===== src/rtl/cnt12_pkg.sv =====
package cnt12_pkg;
  localparam int unsigned CNT_W = 4;
  typedef logic [CNT_W-1:0] cnt_t;
  localparam cnt_t FIRST_CODE = cnt_t'(1);
  localparam cnt_t LAST_CODE  = cnt_t'(12);
  localparam int unsigned SYNC_STAGES = 2;
endpackage


===== src/rtl/cnt12_rst_sync.sv =====
module cnt12_rst_sync #(
  parameter int unsigned STAGES = 2
) (
  input  logic clk,
  input  logic rst_n_async,
  output logic rst_n_sync
);
  logic [STAGES-1:0] sync_q;
  logic [STAGES-1:0] sync_d;

  always_comb begin
    sync_d = {sync_q[STAGES-2:0], 1'b1};
  end

  always_ff @(posedge clk or negedge rst_n_async) begin
    if (!rst_n_async) sync_q <= '0;
    else              sync_q <= sync_d;
  end

  assign rst_n_sync = sync_q[STAGES-1];
endmodule


===== src/rtl/cnt12_toggle_eq.sv =====
module cnt12_toggle_eq
  import cnt12_pkg::*;
(
  input  cnt_t cur,
  input  logic run,
  output cnt_t tgl
);
  logic a, b, c, d;
  logic ab, cd;

  always_comb begin
    a  = cur[0];
    b  = cur[1];
    c  = cur[2];
    d  = cur[3];
    ab = a & b;
    cd = c & d;
    tgl[0] = run;
    tgl[1] = run & a;
    tgl[2] = run & (ab | cd);
    tgl[3] = run & ((ab & c) | cd);
  end
endmodule


===== src/rtl/cnt12_tbit.sv =====
module cnt12_tbit #(
  parameter bit RST_VAL = 1'b0
) (
  input  logic clk,
  input  logic rst_n,
  input  logic load,
  input  logic load_val,
  input  logic tgl,
  output logic q
);
  logic q_nxt;

  always_comb begin
    if (load) q_nxt = load_val;
    else      q_nxt = q ^ tgl;
  end

  always_ff @(posedge clk or negedge rst_n) begin
    if (!rst_n) q <= RST_VAL;
    else        q <= q_nxt;
  end
endmodule


===== src/rtl/cnt12_hour.sv =====
module cnt12_hour
  import cnt12_pkg::*;
(
  input  logic             clk,
  input  logic             rst_n,
  input  logic             init,
  input  logic             en,
  output logic [CNT_W-1:0] count,
  output logic             wrap
);
  logic rst_q_n;
  logic run;
  cnt_t state;
  cnt_t tgl;
  logic wrap_nxt;
  logic wrap_q;

  cnt12_rst_sync #(.STAGES(SYNC_STAGES)) u_rst_sync (
    .clk         (clk),
    .rst_n_async (rst_n),
    .rst_n_sync  (rst_q_n)
  );

  always_comb begin
    run = en & ~init;
  end

  cnt12_toggle_eq u_teq (
    .cur (state),
    .run (run),
    .tgl (tgl)
  );

  for (genvar i = 0; i < CNT_W; i++) begin : g_bit
    cnt12_tbit #(.RST_VAL(FIRST_CODE[i])) u_bit (
      .clk      (clk),
      .rst_n    (rst_q_n),
      .load     (init),
      .load_val (FIRST_CODE[i]),
      .tgl      (tgl[i]),
      .q        (state[i])
    );
  end

  always_comb begin
    wrap_nxt = run & (state == LAST_CODE);
  end

  always_ff @(posedge clk or negedge rst_q_n) begin
    if (!rst_q_n) wrap_q <= 1'b0;
    else          wrap_q <= wrap_nxt;
  end

  assign count = state;
  assign wrap  = wrap_q;
endmodule


===== config.mk =====
export PLATFORM = sky130hd
export DESIGN_NAME = cnt12_hour
export DESIGN_NICKNAME = d
export VERILOG_FILES = /design/src/rtl/cnt12_pkg.sv /design/src/rtl/cnt12_rst_sync.sv /design/src/rtl/cnt12_toggle_eq.sv /design/src/rtl/cnt12_tbit.sv /design/src/rtl/cnt12_hour.sv
export SDC_FILE = /design/constraint.sdc
export NUM_CORES = 1
export LEC_CHECK = 0
export BUFFER_PORTS_ARGS = -buffer_cell sky130_fd_sc_hd__buf_2
export CAP_MARGIN = 20
export CELL_PAD_IN_SITES_DETAIL_PLACEMENT = 1
export CELL_PAD_IN_SITES_GLOBAL_PLACEMENT = 1
export CORE_AREA = 2 2 39 41
export DETAILED_ROUTE_END_ITERATION = 10
export DIE_AREA = 0 0 41 43
export PLACE_DENSITY_LB_ADDON = 0.15
export SKIP_CTS_REPAIR_TIMING = 1
export SLEW_MARGIN = 20
export SYNTH_ARGS = -nofsm -noshare
export SYNTH_HDL_FRONTEND = slang
export SYNTH_SLANG_ARGS = --single-unit

===== constraint.sdc =====
create_clock -name clk -period 1.3 [get_ports clk]
set_input_delay 0.065 -clock clk [delete_from_list [all_inputs] [get_ports clk]]
set_output_delay 0.065 -clock clk [all_outputs]
set_load 0.005 [all_outputs]

==> flow_metrics.tcl <==
set metrics [dict create \
    status "complete, no violations" \
    grt_max_degree 7 \
    first_iter_violations 0 \
    drive_gt1_share_pct 36.8 \
    postRouteAntennaNets 0 \
    setup_viol 0 \
    fp.coreArea_mm2 0.00138 \
    power_density_mw_per_mm2 1270 \
    wirelength_um 556 \
    ir_drop_mv 0.434 \
    syn_area_per_cell_um2 10.7 \
    hold_viol 0 \
    h-tree-depth 1 \
    yosysUniqueCellTypes 16 \
    rows 14 \
    ys_seq_elements 7 \
    start_util_pct 22.3 \
    setup_tns_ns 0 \
    vias_per_cell 4.09 \
    crit_path_top_delay_cell "dfstp_2" \
    firstDrtPassIters 1 \
    clk-insertion-delay-late_ns 0.25 \
    critPathMaxFanout 5 \
    worst_setup_path_end_kind "flop" \
    syn_inst 29 \
    finalCritPeriodShare_pct 89.7 \
    portBuffers 8 \
    dp.cells 49 \
    yosys_warnings 0 \
    numCtsBuffers 3 \
    antennaDiodeCount 0 \
    seq_area_frac_synth_pct 57.1 \
    grt_pass1_wl_um 931 \
    track_usage_pct 9.00 \
    cp_data_required_time_ns 1.48 \
    final_cell_mix "8 x buf_2, 6 x dfrtp_1, 3 x nand2_1, 3 x clkbuf_4" \
    max_freq_mhz 857 \
    syn_to_final_growth_pct 21.5 \
    hp-class "input pin to flop" \
    fin_nets 44 \
    synth_top_area_share_pct 48.6 \
    synth_area_um2 309 \
    layout_commonest_cell "buf_2" \
    p_leak_nw 0.176 \
    layout.cells.non_filler 54 \
    antenna_found_initial 0 \
    slew_viol_final 0 \
    die-area_mm2 0.00176 \
    cts_sinks 7 \
    wl_per_cell_um 10.3 \
    clk_pin_slew_worst_paths_ns 0.05 \
    yosysTopAreaCell "dfrtp_1" \
    gp_congestion 0.651 \
    cpPeakStageDelay_ns 0.56 \
    globalRoute.totalOverflow 0 \
    rsz0062_at_grt "no" \
    drc 0 \
    io_pins 9 \
    dieHeight_um 43 \
    clock_path_buffers 2 \
    cts_root_buf "clkbuf_4" \
    cts_tree "yes" \
    first_global_vias 216 \
    fin_hold_ws_ns 0.0341 \
    critPathLaunchType "flop" \
    maxCapViolCount 0 \
    syn_nets 34 \
    dp_hpwl_um 433 \
    total_power_mw 0.476 \
    worst-setup-path-type "flop to flop" \
    fin_skew_ns 0.00341 \
    vias 221 \
    die_x_um 41 \
    arrival_ns 1.35 \
    crit_chain "nand2_1, or3_1, a21oi_2" \
    ys_top_cells_by_area "dfrtp_1 49%, buf_4 9.7%, dfstp_2 8.5%, ha_1 4.0%, or3_1 4.0%" \
    final_cell_area_um2 375 \
    place_area_um2 339 \
    period_minus_slack_ns 1.17 \
]
Yosys cell counts:
cell and instances:
dfrtp_1 6, buf_4 4, nand2_1 3, a21oi_1 2, nor2_1 2, or3_1 2
a21oi_2 1, conb_1 1, dfstp_2 1, ha_1 1, inv_1 1, nand2b_1 1
nor4_1 1, o21ai_0 1, or2_2 1, xnor2_1 1
layer usage:
metal  track usage [%]  vias to the layer above  routed length [um]
met5                 0                        -                   0
met4              12.0                        0                   8
met3              3.66                        2                  48
met2              11.3                        7                 263
met1              9.21                      106                 236
li1                  -                      106                   -
report_power, final:
group	leakage (nW)	internal [mW]	total [mW]	switching [mW]
clock	0.0150	0.117	0.193	0.0763
sequential	0.0889	0.231	0.244	0.0128
combinational	0.0720	0.0210	0.0387	0.0177
total	0.176	0.369	0.476	0.107
sequential cells by signal, summed over array words and instances (netlist names):
register and count:
g_bit.u_bit.q 4, u_rst_sync.sync_q 2, wrap 1
per-stage QoR:
| step | util, % | setup slack [ns] |
|---|---|---|
| 4_1_cts | 26.4 | 0.126 |
| 5_1_grt | 27.1 | 0.0909 |
| 2_1_floorplan | - | 0.177 |
| 6_report | 27.1 | 0.133 |
| 3_5_place_dp | 24.5 | 0.139 |
| 3_3_place_gp | 24.5 | 0.144 |
layout make-up:
| class | count | area, um2 |
|---|---|---|
| Inverter | 1 | 3.75 |
| Sequential cell | 7 | 176 |
| Clock buffer | 4 | 26.3 |
| Fill cell | 168 | 1010 |
| Multi-Input combinational cell | 17 | 98.8 |
| Tap cell | 16 | 20.0 |
| Timing Repair Buffer | 9 | 50.0 |
worst max-delay path: cells and delay by family (launching register included):
kind            cells  cell delay [ns]
flops               1             0.56
simple gates        2             0.43
compound gates      1             0.11
cells by family after synthesis:
logic type | synth area share [%]
and+or+nand+nor | 16.2
DFF | 57.1
buffers and inverters | 10.9
AOI/OAI and AO/OA | 7.69
xor gates and xnor gates | 2.83
adders and majority gates | 4.05
other | 1.21
final timing paths:
| kind | cells past startpoint | slack [ns] | start | to |
|---|---|---|---|---|
| setup / recovery | 3 | 0.13 | g_bit[0].u_bit.q | g_bit[3].u_bit.q |
| hold / removal | 2 | 0.03 | init | g_bit[3].u_bit.q |
| setup reg to reg | 3 | 0.13 | g_bit[0].u_bit.q | g_bit[3].u_bit.q |
| hold reg to reg | 0 | 0.09 | u_rst_sync.sync_q[1] | wrap |
| max in group asynchronous | 0 | 0.96 | u_rst_sync.sync_q[1] | g_bit[0].u_bit.q |
| min in group asynchronous | 0 | 0.09 | u_rst_sync.sync_q[1] | wrap |
(Power assumes the default switching activity.)
